## src/rtl/ssc_pkg.sv

```systemverilog
package ssc_pkg;
   typedef enum logic [1:0] {
      HEAD_IDLE   = 2'd0,
      HEAD_DRAIN  = 2'd1,
      HEAD_COMMIT = 2'd2,
      HEAD_REVOKE = 2'd3
   } head_act_e;
endpackage

```

## src/rtl/ssc_fifo.sv

```systemverilog
module ssc_fifo #(
   parameter int DEPTH = 8,
   parameter int WIDTH = 8,
   localparam int PTR_W = $clog2(DEPTH),
   localparam int CNT_W = $clog2(DEPTH + 1)
) (
   input  logic             clk,
   input  logic             rst_n,
   input  logic             push,
   input  logic [WIDTH-1:0] push_data,
   input  logic             pop,
   input  logic             flush,
   output logic             head_valid,
   output logic [WIDTH-1:0] head_data,
   output logic [CNT_W-1:0] count,
   output logic             full
);
   generate
      if (DEPTH < 2) begin : g_bad_depth
         $error("ssc_fifo: DEPTH must be at least 2");
      end
   endgenerate

   logic [WIDTH-1:0] mem [DEPTH];
   logic [PTR_W-1:0] rd_ptr, wr_ptr;

   function automatic logic [PTR_W-1:0] step(input logic [PTR_W-1:0] p);
      return (p == PTR_W'(DEPTH - 1)) ? '0 : p + 1'b1;
   endfunction

   always_ff @(posedge clk) begin
      if (push) mem[wr_ptr] <= push_data;
   end

   always_ff @(posedge clk) begin
      if (!rst_n || flush) begin
         rd_ptr <= '0;
         wr_ptr <= '0;
         count  <= '0;
      end else begin
         if (push) wr_ptr <= step(wr_ptr);
         if (pop)  rd_ptr <= step(rd_ptr);
         count <= count + CNT_W'(push) - CNT_W'(pop);
      end
   end

   assign head_valid = (count != '0);
   assign head_data  = mem[rd_ptr];
   assign full       = (count == CNT_W'(DEPTH));
endmodule

```

## src/rtl/ssc_line_monitor.sv

```systemverilog
module ssc_line_monitor #(
   parameter int SLOTS  = 4,
   parameter int LINE_W = 26,
   localparam int SLOT_W = (SLOTS > 1) ? $clog2(SLOTS) : 1
) (
   input  logic              clk,
   input  logic              rst_n,
   input  logic              arm_valid,
   input  logic [SLOT_W-1:0] arm_slot,
   input  logic [LINE_W-1:0] arm_line,
   input  logic              snoop_valid,
   input  logic [LINE_W-1:0] snoop_line,
   input  logic              rel_valid,
   input  logic [SLOT_W-1:0] rel_slot,
   input  logic              clear_all,
   input  logic [SLOT_W-1:0] query_slot,
   output logic              query_lost
);
   generate
      if (SLOTS < 1) begin : g_bad_slots
         $error("ssc_line_monitor: SLOTS must be at least 1");
      end
   endgenerate

   logic [SLOTS-1:0] slot_lost;

   for (genvar s = 0; s < SLOTS; s++) begin : g_slot
      logic              act_q, lost_q;
      logic [LINE_W-1:0] line_q;
      logic              arm_hit, rel_hit, snoop_hit;

      assign arm_hit   = arm_valid && (arm_slot == SLOT_W'(s));
      assign rel_hit   = rel_valid && (rel_slot == SLOT_W'(s));
      assign snoop_hit = snoop_valid && (snoop_line == line_q);

      always_ff @(posedge clk) begin
         if (!rst_n) begin
            act_q  <= 1'b0;
            lost_q <= 1'b0;
            line_q <= '0;
         end else if (arm_hit) begin
            act_q  <= 1'b1;
            line_q <= arm_line;
            lost_q <= snoop_valid && (snoop_line == arm_line);
         end else if (clear_all || rel_hit) begin
            act_q  <= 1'b0;
         end else if (act_q && snoop_hit) begin
            lost_q <= 1'b1;
         end
      end

      assign slot_lost[s] = !act_q || lost_q || snoop_hit;
   end

   assign query_lost = slot_lost[query_slot];
endmodule

```

## src/rtl/ssc_retire_counter.sv

```systemverilog
module ssc_retire_counter #(
   parameter int CNT_W = 16
) (
   input  logic             clk,
   input  logic             rst_n,
   input  logic             pulse,
   output logic [CNT_W-1:0] count
);
   always_ff @(posedge clk) begin
      if (!rst_n)     count <= '0;
      else if (pulse) count <= count + 1'b1;
   end
endmodule

```

## src/rtl/spec_store_commit.sv

```systemverilog
module spec_store_commit #(
   parameter int DEPTH    = 8,
   parameter int SLOTS    = 4,
   parameter int ADDR_W   = 32,
   parameter int DATA_W   = 32,
   parameter int TAG_W    = 6,
   parameter int CNT_W    = 16,
   parameter int LINE_OFS = 6,
   localparam int SLOT_W  = (SLOTS > 1) ? $clog2(SLOTS) : 1,
   localparam int LINE_W  = ADDR_W - LINE_OFS,
   localparam int QCNT_W  = $clog2(DEPTH + 1),
   localparam int ENT_W   = 1 + SLOT_W + TAG_W + ADDR_W + DATA_W
) (
   input  logic              clk,
   input  logic              rst_n,
   input  logic              alloc_valid,
   output logic              alloc_ready,
   input  logic              alloc_locked,
   input  logic [SLOT_W-1:0] alloc_slot,
   input  logic [TAG_W-1:0]  alloc_tag,
   input  logic [ADDR_W-1:0] alloc_addr,
   input  logic [DATA_W-1:0] alloc_data,
   input  logic              arm_valid,
   input  logic [SLOT_W-1:0] arm_slot,
   input  logic [ADDR_W-1:0] arm_addr,
   input  logic              snoop_valid,
   input  logic [ADDR_W-1:0] snoop_addr,
   output logic              wr_valid,
   input  logic              wr_ready,
   output logic [ADDR_W-1:0] wr_addr,
   output logic [DATA_W-1:0] wr_data,
   output logic              rb_valid,
   output logic [TAG_W-1:0]  rb_tag,
   input  logic              retire_pulse,
   output logic [CNT_W-1:0]  retire_count
);
   import ssc_pkg::*;

   generate
      if (LINE_OFS < 1 || LINE_OFS >= ADDR_W) begin : g_bad_line
         $error("spec_store_commit: LINE_OFS out of range");
      end
   endgenerate

   logic [ENT_W-1:0]  push_ent, head_ent;
   logic              head_valid, q_full, push, pop, revoke;
   logic [QCNT_W-1:0] q_count;
   logic              head_locked, head_lost;
   logic [SLOT_W-1:0] head_slot;
   head_act_e         head_act;

   assign push_ent = {alloc_locked, alloc_slot, alloc_tag, alloc_addr, alloc_data};
   assign {head_locked, head_slot, rb_tag, wr_addr, wr_data} = head_ent;

   ssc_fifo #(.DEPTH(DEPTH), .WIDTH(ENT_W)) u_queue (
      .clk       (clk),
      .rst_n     (rst_n),
      .push      (push),
      .push_data (push_ent),
      .pop       (pop),
      .flush     (revoke),
      .head_valid(head_valid),
      .head_data (head_ent),
      .count     (q_count),
      .full      (q_full)
   );

   ssc_line_monitor #(.SLOTS(SLOTS), .LINE_W(LINE_W)) u_monitor (
      .clk        (clk),
      .rst_n      (rst_n),
      .arm_valid  (arm_valid),
      .arm_slot   (arm_slot),
      .arm_line   (arm_addr[ADDR_W-1:LINE_OFS]),
      .snoop_valid(snoop_valid),
      .snoop_line (snoop_addr[ADDR_W-1:LINE_OFS]),
      .rel_valid  (pop && head_locked),
      .rel_slot   (head_slot),
      .clear_all  (revoke),
      .query_slot (head_slot),
      .query_lost (head_lost)
   );

   ssc_retire_counter #(.CNT_W(CNT_W)) u_retired (
      .clk  (clk),
      .rst_n(rst_n),
      .pulse(retire_pulse),
      .count(retire_count)
   );

   always_comb begin
      if (!head_valid)       head_act = HEAD_IDLE;
      else if (!head_locked) head_act = HEAD_DRAIN;
      else if (head_lost)    head_act = HEAD_REVOKE;
      else                   head_act = HEAD_COMMIT;
   end

   assign wr_valid    = (head_act == HEAD_DRAIN) || (head_act == HEAD_COMMIT);
   assign revoke      = (head_act == HEAD_REVOKE) && wr_ready;
   assign rb_valid    = revoke;
   assign pop         = wr_valid && wr_ready;
   assign alloc_ready = !q_full && !revoke;
   assign push        = alloc_valid && alloc_ready;
endmodule

```

## config.mk

```make
export PLATFORM = sky130hd
export DESIGN_NAME = spec_store_commit
export DESIGN_NICKNAME = d
export VERILOG_FILES = /design/src/rtl/ssc_pkg.sv /design/src/rtl/ssc_fifo.sv /design/src/rtl/ssc_line_monitor.sv /design/src/rtl/ssc_retire_counter.sv /design/src/rtl/spec_store_commit.sv
export SDC_FILE = /design/constraint.sdc
export NUM_CORES = 1
export LEC_CHECK = 0
export BUFFER_PORTS_ARGS = -buffer_cell sky130_fd_sc_hd__buf_2
export CAP_MARGIN = 15
export CELL_PAD_IN_SITES_DETAIL_PLACEMENT = 1
export CELL_PAD_IN_SITES_GLOBAL_PLACEMENT = 1
export CORE_MARGIN = 2
export CORE_UTILIZATION = 50
export CTS_BUF_LIST = sky130_fd_sc_hd__clkbuf_8
export DETAILED_ROUTE_END_ITERATION = 16
export GPL_ROUTABILITY_DRIVEN = 0
export PLACE_DENSITY = 0.86
export SLEW_MARGIN = 15
export SYNTH_ARGS = -nofsm -noshare
export SYNTH_HDL_FRONTEND = slang
export SYNTH_HIERARCHICAL = 1
export SYNTH_SLANG_ARGS = --single-unit
```

## constraint.sdc

```tcl
create_clock -name clk -period 12.2 [get_ports clk]
set_input_delay 2.44 -clock clk [delete_from_list [all_inputs] [get_ports clk]]
set_output_delay 2.44 -clock clk [all_outputs]
set_load 0.02 [all_outputs]
```

==> flow_summary.ini, run 1 <==
[grt]
gr-usage-met3 = 0.0610
grt_usage = 0.252
use_met1 = 0.306
grt_pass1_wl_um = 112000
grt_max_degree = 115
antenna_found_initial = 11
grt_pass1_vias = 17500
grt_use_met2 = 0.436
top_usage_layer = met2
overflow = 0

[placed_design]
io_buffers = 222
place_hpwl_um = 42100

[timing]
timing.final.crit_share = 0.630
final-hold-violation-count = 0
relSlewSlack = 0.258
rsz0062_at_grt = no
final.setup.tns_ns = 0
setup_viol = 0
fin_crit_ns = 7.69
fmaxAchievable_mhz = 130
worstMarginPinSlew_ns = 1.11
fin_skew_ns = 0.0464
maxSlewViolCount = 0

[route]
dr.pass1.iters = 5
wl_per_cell_um = 26.5
drt_wl_total_um = 75100
drc = 0
viasPerCell = 5.69
postRouteAntennaNets = 0
drt_iter0_markers = 1154
vias = 16100

[synth]
netlist_area_um2 = 29200
synth_area_per_cell_um2 = 17.0
ys_warn_count = 6
synth-main-ff-cell = edfxtp_1
synth.net_count = 1872
synthCells = 1713
ys_seq_area_frac = 0.698
async_flop_share = 0
synth.distinct_cells = 54
synth_edf_count = 584
ys_ff_latch = 725

[min_path]
hold-path-cell-count = 2
min_to = u_monitor/g_slot[1].line_q[25]
min_path_type = reg -> reg
hp-start = u_monitor/g_slot[1].line_q[25]

[die]
die_x_um = 246
rows = 88
core_area_um2 = 57700
dieArea_um2 = 60300
fp.dieH_um = 246
io_pins = 235
initial_utilization = 0.506

[clocking]
cts_max_level = 3
numCtsBuffers = 114
cts_setup_buffers = 0
clockBufferDepth = 3
clkTransAtPathRegs_ns = 0.06
clk_latency_ns = 0.74
cts_tree = yes
cts_resized = 0
cts_num_sinks = 725
cts_root_buf = clkbuf_8
hold_buffers = 0

[worst_setup_path]
arrival_ns = 5.25
critPathKind = in -> out
cp_max_fo = 5
worstRegToRegCells = 10
crit_slowest_cell = nor4_1
worstPathRequired_ns = 9.76
critPathLaunchType = input pin
critPathMaxStageDelay_ns = 0.62
end_kind = output pin
r2r_slack_ns = 6.03
rr_endpoint = u_queue/mem[3][36]
cp_cell_sequence = buf_2, xnor2_1, nand4_1, nor4_1, nand4_1, nand3_1, a31o_2, inv_1, a21boi_0, ha_1, and2_2, buf_2

[job]
cap_viol_max_count = 0

[layout]
final_cell_mix = edfxtp_1, nand2_1, buf_2, mux4_2, dfxtp_1
fin_nets = 2127
drive_above_1_share = 0.310
area_growth_pct = 13.7
mostFrequentLayoutCell = edfxtp_1
fillers = 5398

[pwr]
cellPowerDensity_nw_per_um2 = 185
p_leak_nw = 10.9
power_w = 0.00613
ir_drop_uv = 167

[status]
status = completed
registers in the layout (all words and copies together) (netlist names), named ones only:
name                     cells
u_queue/mem                584
u_monitor/g_slot.line_q    104
u_retired/count             16
u_monitor/g_slot.act_q       4
u_monitor/g_slot.lost_q      4
u_queue/count                4
u_queue/rd_ptr               3
u_queue/wr_ptr               3
area by class of cell:
| class | instances | area [µm²] | share of cell area |
|---|---|---|---|
| Clock inverter | 95 | 597 | 0.0180 |
| Multi-Input combinational cell | 868 | 8260 | 0.249 |
| Timing Repair Buffer | 242 | 1270 | 0.0384 |
| Clock buffer | 119 | 1640 | 0.0494 |
| Inverter | 17 | 63.8 | 0.00192 |
| Tap cell | 765 | 957 | 0.0288 |
| Sequential cell | 725 | 20400 | 0.614 |
| Antenna cell | 7 | 17.5 | 0.000528 |
cells in the mapped netlist, types with 2 or more instances:
cell	number	area [µm²]
a211oi_1	2	15.0
a21boi_0	107	803
a21oi_1	9	45.0
a31o_2	2	17.5
a31oi_1	2	12.5
and2_1	3	18.8
and2_2	2	15.0
and3_2	2	15.0
buf_1	12	45.0
buf_2	9	45.0
buf_4	5	37.5
buf_6	18	203
clkbuf_1	59	221
dfxtp_1	141	2820
edfxtp_1	584	17500
ha_1	12	150
inv_1	17	63.8
mux2_2	73	822
mux2i_1	7	70.1
mux4_2	146	3290
nand2_1	224	841
nand2b_1	8	50.1
nand3_1	11	55.1
nand3b_1	4	30.0
nand4_1	29	181
nor2_1	32	120
nor2b_1	2	12.5
nor3_1	9	45.0
nor4_1	13	81.3
nor4_4	2	42.5
o21ai_0	3	15.0
o21ai_1	2	10.0
or2_2	2	12.5
xnor2_1	103	902
xor2_1	38	333
per-layer routing:
| layer | part of all wire | wire [µm] | vias up |
|---|---|---|---|
| li1 | - | - | 7060 |
| met1 | 0.37 | 28100 | 8318 |
| met2 | 0.52 | 39300 | 615 |
| met3 | 0.073 | 5460 | 144 |
| met4 | 0.029 | 2210 | 10 |
| met5 | 0.00087 | 65 | - |
worst max path at each step:
stage | startpoint | to | slack (ns) | depth (start not counted)
2_1_floorplan | snoop_addr[23] | u_queue/mem[0][0] | 2.31 | 13
3_3_place_gp | snoop_addr[17] | rb_valid | 4.72 | 12
3_5_place_dp | snoop_addr[17] | rb_valid | 4.65 | 12
4_1_cts | snoop_addr[17] | rb_valid | 4.60 | 12
5_1_grt | snoop_addr[17] | rb_valid | 4.40 | 12
6_report | snoop_addr[17] | rb_valid | 4.51 | 12
cells by family (layout without fill, tap and decap cells):
| kind of cell | Yosys count | count (layout) | share of synthesized area |
|---|---|---|---|
| other cells | 0 | 7 | 0 |
| simple gates | 354 | 354 | 0.0559 |
| fa+ha+maj | 13 | 13 | 0.00583 |
| buf+inv | 120 | 473 | 0.0211 |
| compound gates | 134 | 134 | 0.0338 |
| flops | 725 | 725 | 0.698 |
| xor+xnor | 141 | 141 | 0.0423 |
| mux | 226 | 226 | 0.143 |
critical path: cells and delay by family:
kind                     cells  cell delay, ns
XOR/XNOR                     1            0.46
adder cells (fa/ha/maj)      1            0.21
AO/OA/AOI/OAI                2            0.35
buffers and inverters        3            0.39
AND/OR/NAND/NOR              5            1.39
through the flow:
step | instance area, µm² | setup WS (ns) | std cells | hold slack [ns] | utilization
floorplan | 29200 | 2.31 | 1713 | 0.455 | -
global placement | 30900 | 4.72 | 2617 | 0.456 | 0.536
detailed placement | 30900 | 4.65 | 2617 | 0.475 | 0.536
CTS | 33200 | 4.60 | 2831 | 0.483 | 0.575
global route | 33200 | 4.40 | 2836 | 0.503 | 0.575
finish | 33200 | 4.51 | 2838 | 0.481 | 0.575
report_power, final:
group | internal, W | switching [W]
sequential | 0.00284 | 0.0000802
combinational | 0.000477 | 0.000675
clock | 0.00104 | 0.00101
Power figures use the tool's default switching activity.
==> inputs of run 2 (changes only) <==
==> constraint.sdc (replaced) <==
create_clock -name clk -period 7.1 [get_ports clk]
set_input_delay 1.42 -clock clk [delete_from_list [all_inputs] [get_ports clk]]
set_output_delay 1.42 -clock clk [all_outputs]
set_load 0.02 [all_outputs]
==> flow_summary.ini, run 2 (same netlist as run 1, synthesis figures left out) <==
[status]
status = completed

[worst_setup_path]
arrival_ns = 4.25
r2r_slack_ns = 1.50
critPathKind = in -> out
rr_endpoint = u_queue/mem[7][0]
worstPathRequired_ns = 5.68
worstRegToRegCells = 15
cp_max_fo = 5
critPathLaunchType = input pin
end_kind = output pin

[clocking]
cts_tree = yes
cts_root_buf = clkbuf_8
numCtsBuffers = 112
clkTransAtPathRegs_ns = 0.06
cts_num_sinks = 725
cts_setup_buffers = 0
hold_buffers = 0
cts_max_level = 3
clockBufferDepth = 3
cts_resized = 0
clk_latency_ns = 0.74

[layout]
reg_top3 = u_queue/mem: 584 flops, u_monitor/g_slot.line_q: 104 flops, u_retired/count: 16 flops
largest_reg_flops = 584
drive_above_1_share = 0.314
instances_no_fill = 2835
mostFrequentLayoutCell = edfxtp_1
fin_nets = 2128
fillers = 5339
final_cell_mix = edfxtp_1, nand2_1, buf_2, mux4_2, dfxtp_1
area_growth_pct = 14.3
largest-register = u_queue/mem
fin_util = 0.578

[route]
viasPerCell = 5.75
drt_iter0_markers = 1156
wl_per_cell_um = 26.3
postRouteAntennaNets = 0
dr.pass1.iters = 6
vias = 16300
drt_wl_total_um = 74700
drc = 0

[timing]
relSlewSlack = 0.207
setup_viol = 0
fmaxAchievable_mhz = 176
maxSlewViolCount = 0
final.setup.tns_ns = 0
timing.final.crit_share = 0.799
fin_crit_ns = 5.67
rsz0062_at_grt = no
fin_skew_ns = 0.0541
worst_slack_ns = 1.43
final-hold-violation-count = 0
worstMarginPinSlew_ns = 1.19

[job]
cap_viol_max_count = 0

[placed_design]
io_buffers = 222
post-place-ws_ns = 0.931
dp.cells = 2620
place_hpwl_um = 42200

[pwr]
ir_drop_uv = 275
p_leak_nw = 11.0
cellPowerDensity_nw_per_um2 = 320
power_w = 0.0107

[die]
io_pins = 235
die_x_um = 246
rows = 88
dieArea_um2 = 60300
initial_utilization = 0.506
core_area_um2 = 57700
fp.dieH_um = 246

[min_path]
min_path_type = reg -> reg
hp-start = u_monitor/g_slot[2].line_q[23]
min_to = u_monitor/g_slot[2].line_q[23]
hold-path-cell-count = 2

[grt]
grt_usage = 0.251
antenna_found_initial = 13
grt_pass1_wl_um = 111000
grt_use_met2 = 0.430
top_usage_layer = met2
use_met1 = 0.308
gr-usage-met3 = 0.0599
grt_max_degree = 115
grt_pass1_vias = 17500
overflow = 0
[run 2: cell count changes in the layout (fill, tap and decap cells not counted), moves of 2 or more]
cell / delta
nor3_2: -2
inv_12: -2
clkinv_1: -13
clkbuf_8: +4
clkinv_2: -2
clkinv_8: +2
bufinv_16: +3
inv_1: +3
buf_4: +2
nor3_4: +2
[run 2: cell type report]
type / count / area, µm² / share of cell area
clock buffer: 123 / 1690 / 0.0508
inverter: 17 / 63.8 / 0.00191
clock inverter: 86 / 652 / 0.0196
sequential: 725 / 20400 / 0.611
multi-input combinational: 868 / 8280 / 0.248
antenna: 6 / 15.0 / 0.000450
tap: 765 / 957 / 0.0287
timing repair buffer: 245 / 1310 / 0.0393
[run 2: power breakdown]
part | switching (W) | total [W] | internal [W]
combinational | 0.00117 | 0.00199 | 0.000825
clock | 0.00173 | 0.00367 | 0.00194
sequential | 0.000117 | 0.00500 | 0.00488
total | 0.00301 | 0.0107 | 0.00765
[run 2: worst max-delay path, stage by stage]
cell and delay (ns):
buf_2 0.15, xnor2_1 0.37, nand4_1 0.21, nor4_1 0.52
nand4_1 0.27, a211oi_1 0.31, a31o_2 0.16, inv_1 0.04
a21boi_0 0.18, ha_1 0.23, and2_2 0.18, buf_2 0.20
[run 2: through the flow]
step / hold slack (ns) / cell area [µm²]
2_1_floorplan: 0.455 / 29200
3_3_place_gp: 0.453 / 31000
3_5_place_dp: 0.472 / 31000
4_1_cts: 0.480 / 33300
5_1_grt: 0.503 / 33300
6_report: 0.479 / 33300
[run 2: worst max path at each step]
stage / to / depth (start not counted) / slack, ns / startpoint
CTS: rb_valid / 12 / 1.45 / snoop_addr[15]
floorplan: u_queue/mem[7][0] / 13 / 0.20 / snoop_addr[23]
global placement: u_queue/mem[7][6] / 14 / 1.07 / snoop_addr[29]
global route: u_queue/mem[7][0] / 10 / 1.17 / register
finish: rb_valid / 12 / 1.43 / snoop_addr[15]
detailed placement: u_queue/mem[7][6] / 14 / 0.93 / snoop_addr[29]
[run 2: routing by layer]
| metal | wire, µm | up-vias |
|---|---|---|
| met5 | 80 | - |
| met2 | 39000 | 655 |
| met3 | 5550 | 171 |
| li1 | - | 7062 |
| met4 | 2410 | 14 |
| met1 | 27700 | 8412 |
==> inputs of run 3 (changes only) <==
--- a/config.mk
+++ b/config.mk
@@ -10,7 +10,7 @@
 export CELL_PAD_IN_SITES_DETAIL_PLACEMENT = 1
 export CELL_PAD_IN_SITES_GLOBAL_PLACEMENT = 1
 export CORE_MARGIN = 2
-export CORE_UTILIZATION = 50
+export CORE_UTILIZATION = 48
 export CTS_BUF_LIST = sky130_fd_sc_hd__clkbuf_8
 export DETAILED_ROUTE_END_ITERATION = 16
 export GPL_ROUTABILITY_DRIVEN = 0
==> constraint.sdc (replaced) <==
create_clock -name clk -period 4.6 [get_ports clk]
set_input_delay 0.92 -clock clk [delete_from_list [all_inputs] [get_ports clk]]
set_output_delay 0.92 -clock clk [all_outputs]
set_load 0.02 [all_outputs]
==> flow_summary.ini, run 3 (same netlist as run 1, synthesis figures left out) <==
[placed_design]
place_hpwl_um = 42800
io_buffers = 222
placed_area_um2 = 31400

[timing]
fmaxAchievable_mhz = 227
final-hold-violation-count = 0
final.setup.tns_ns = 0
setup_viol = 0
fin_crit_ns = 4.40
relSlewSlack = 0.235
hold_slack_ns = 0.434
rsz0062_at_grt = no
fin_skew_ns = 0.0637
maxSlewViolCount = 0
timing.final.crit_share = 0.958
worstMarginPinSlew_ns = 1.15

[layout]
largest_reg_flops = 584
drive_above_1_share = 0.323
mostFrequentLayoutCell = edfxtp_1
largest-register = u_queue/mem
fin_util = 0.560
reg_top3 = u_queue/mem: 584 flops, u_monitor/g_slot.line_q: 104 flops, u_retired/count: 16 flops
fin_nets = 2154
final_cell_mix = edfxtp_1, nand2_1, buf_2, mux4_2, dfxtp_1
area_growth_pct = 15.6
final_cell_area_um2 = 33700

[pwr]
p_leak_nw = 11.1
combPwrFrac = 0.194
swShare = 0.285
clkPwrFrac = 0.338
cellPowerDensity_nw_per_um2 = 488
p_int_w = 0.0117
switching_power_w = 0.00469
power_w = 0.0164
ir_drop_uv = 446
p_seq_frac = 0.468

[route]
dr.pass1.iters = 5
drc = 0
vias = 16300
wl_per_cell_um = 25.4
drt_iter0_markers = 1133
postRouteAntennaNets = 0
viasPerCell = 5.65
drt_wl_total_um = 73200

[die]
initial_utilization = 0.484
rows = 90
die_x_um = 251
dieArea_um2 = 62800
io_pins = 235
fp.dieH_um = 251
core_area_um2 = 60200

[clocking]
clk_latency_ns = 0.76
cts_setup_buffers = 0
clockBufferDepth = 3
numCtsBuffers = 116
cts_num_sinks = 725
cts_root_buf = clkbuf_8
cts_max_level = 3
hold_buffers = 0
cts_tree = yes
clkTransAtPathRegs_ns = 0.07
cts_resized = 2

[min_path]
hp-start = alloc_data[25]
min_to = u_queue/mem[7][25]
min_path_type = in -> reg
hold-path-cell-count = 1

[worst_setup_path]
r2r_slack_ns = 0.47
critPathKind = reg -> out
end_kind = output pin
critPathLaunchType = register
crit_top_cell = buf_6
cp_cell_sequence = buf_6, buf_6, mux4_2, mux2_2, buf_2
worstRegToRegCells = 15
arrival_ns = 3.48
rr_endpoint = u_queue/mem[2][41]
crit_slowest_cell = buf_6
critPathMaxStageDelay_ns = 0.60
worstPathRequired_ns = 3.68
cp_max_fo = 67

[grt]
grt_max_degree = 127
overflow = 0
grt_pass1_wl_um = 110000
antenna_found_initial = 10
grt_pass1_vias = 18000
grt_usage = 0.235

[job]
cap_viol_max_count = 0

[status]
status = completed
run 3: how the worst max path moves through the flow:
stage                                    to  cells after the start
after detailed placement   u_queue/count[2]                     19
after global placement     u_queue/count[2]                     19
after CTS                       wr_data[24]                      5
after floorplan           u_queue/mem[0][0]                     16
after global routing            wr_data[24]                      5
final                           wr_data[24]                      5
run 3: critical path: cells and delay by family (launching register included):
| family | cells | cell delay [ns] |
|---|---|---|
| buffers and inverters | 3 | 1.37 |
| flip-flops | 1 | 0.57 |
| multiplexers | 2 | 0.74 |
run 3: metrics by stage:
stage | setup WS [ns] | cells
finish | 0.195 | 2883
global route | 0.0697 | 2883
floorplan | -0.427 | 1713
CTS | 0.136 | 2879
global placement | 0.0472 | 2658
detailed placement | 0.0393 | 2658
run 3: power by group through the flow:
| stage | registers (W) | logic, W | clock network (W) |
|---|---|---|---|
| 2_1_floorplan | 0.00776 | 0.00216 | 0 |
| 3_3_place_gp | 0.00777 | 0.00307 | 0 |
| 3_5_place_dp | 0.00782 | 0.00317 | 0 |
| 4_1_cts | 0.00770 | 0.00322 | 0.00569 |
| 5_1_grt | 0.00773 | 0.00340 | 0.00594 |
| 6_report | 0.00769 | 0.00319 | 0.00555 |
run 3: final cells by class:
type | count | area (µm²)
Fill cell | 5627 | 26500
Timing Repair Buffer | 267 | 1660
Clock inverter | 105 | 724
Sequential cell | 725 | 20400
Antenna cell | 3 | 7.51
Multi-Input combinational cell | 868 | 8310
Tap cell | 782 | 978
Clock buffer | 116 | 1600
Inverter | 17 | 63.8
run 3: routing by layer:
layer | up-vias | part of all wire | track usage
met5 | - | 0.0014 | 0
met4 | 14 | 0.030 | 0.0968
met3 | 157 | 0.070 | 0.0542
met2 | 605 | 0.52 | 0.409
met1 | 8386 | 0.38 | 0.282
li1 | 7116 | - | -
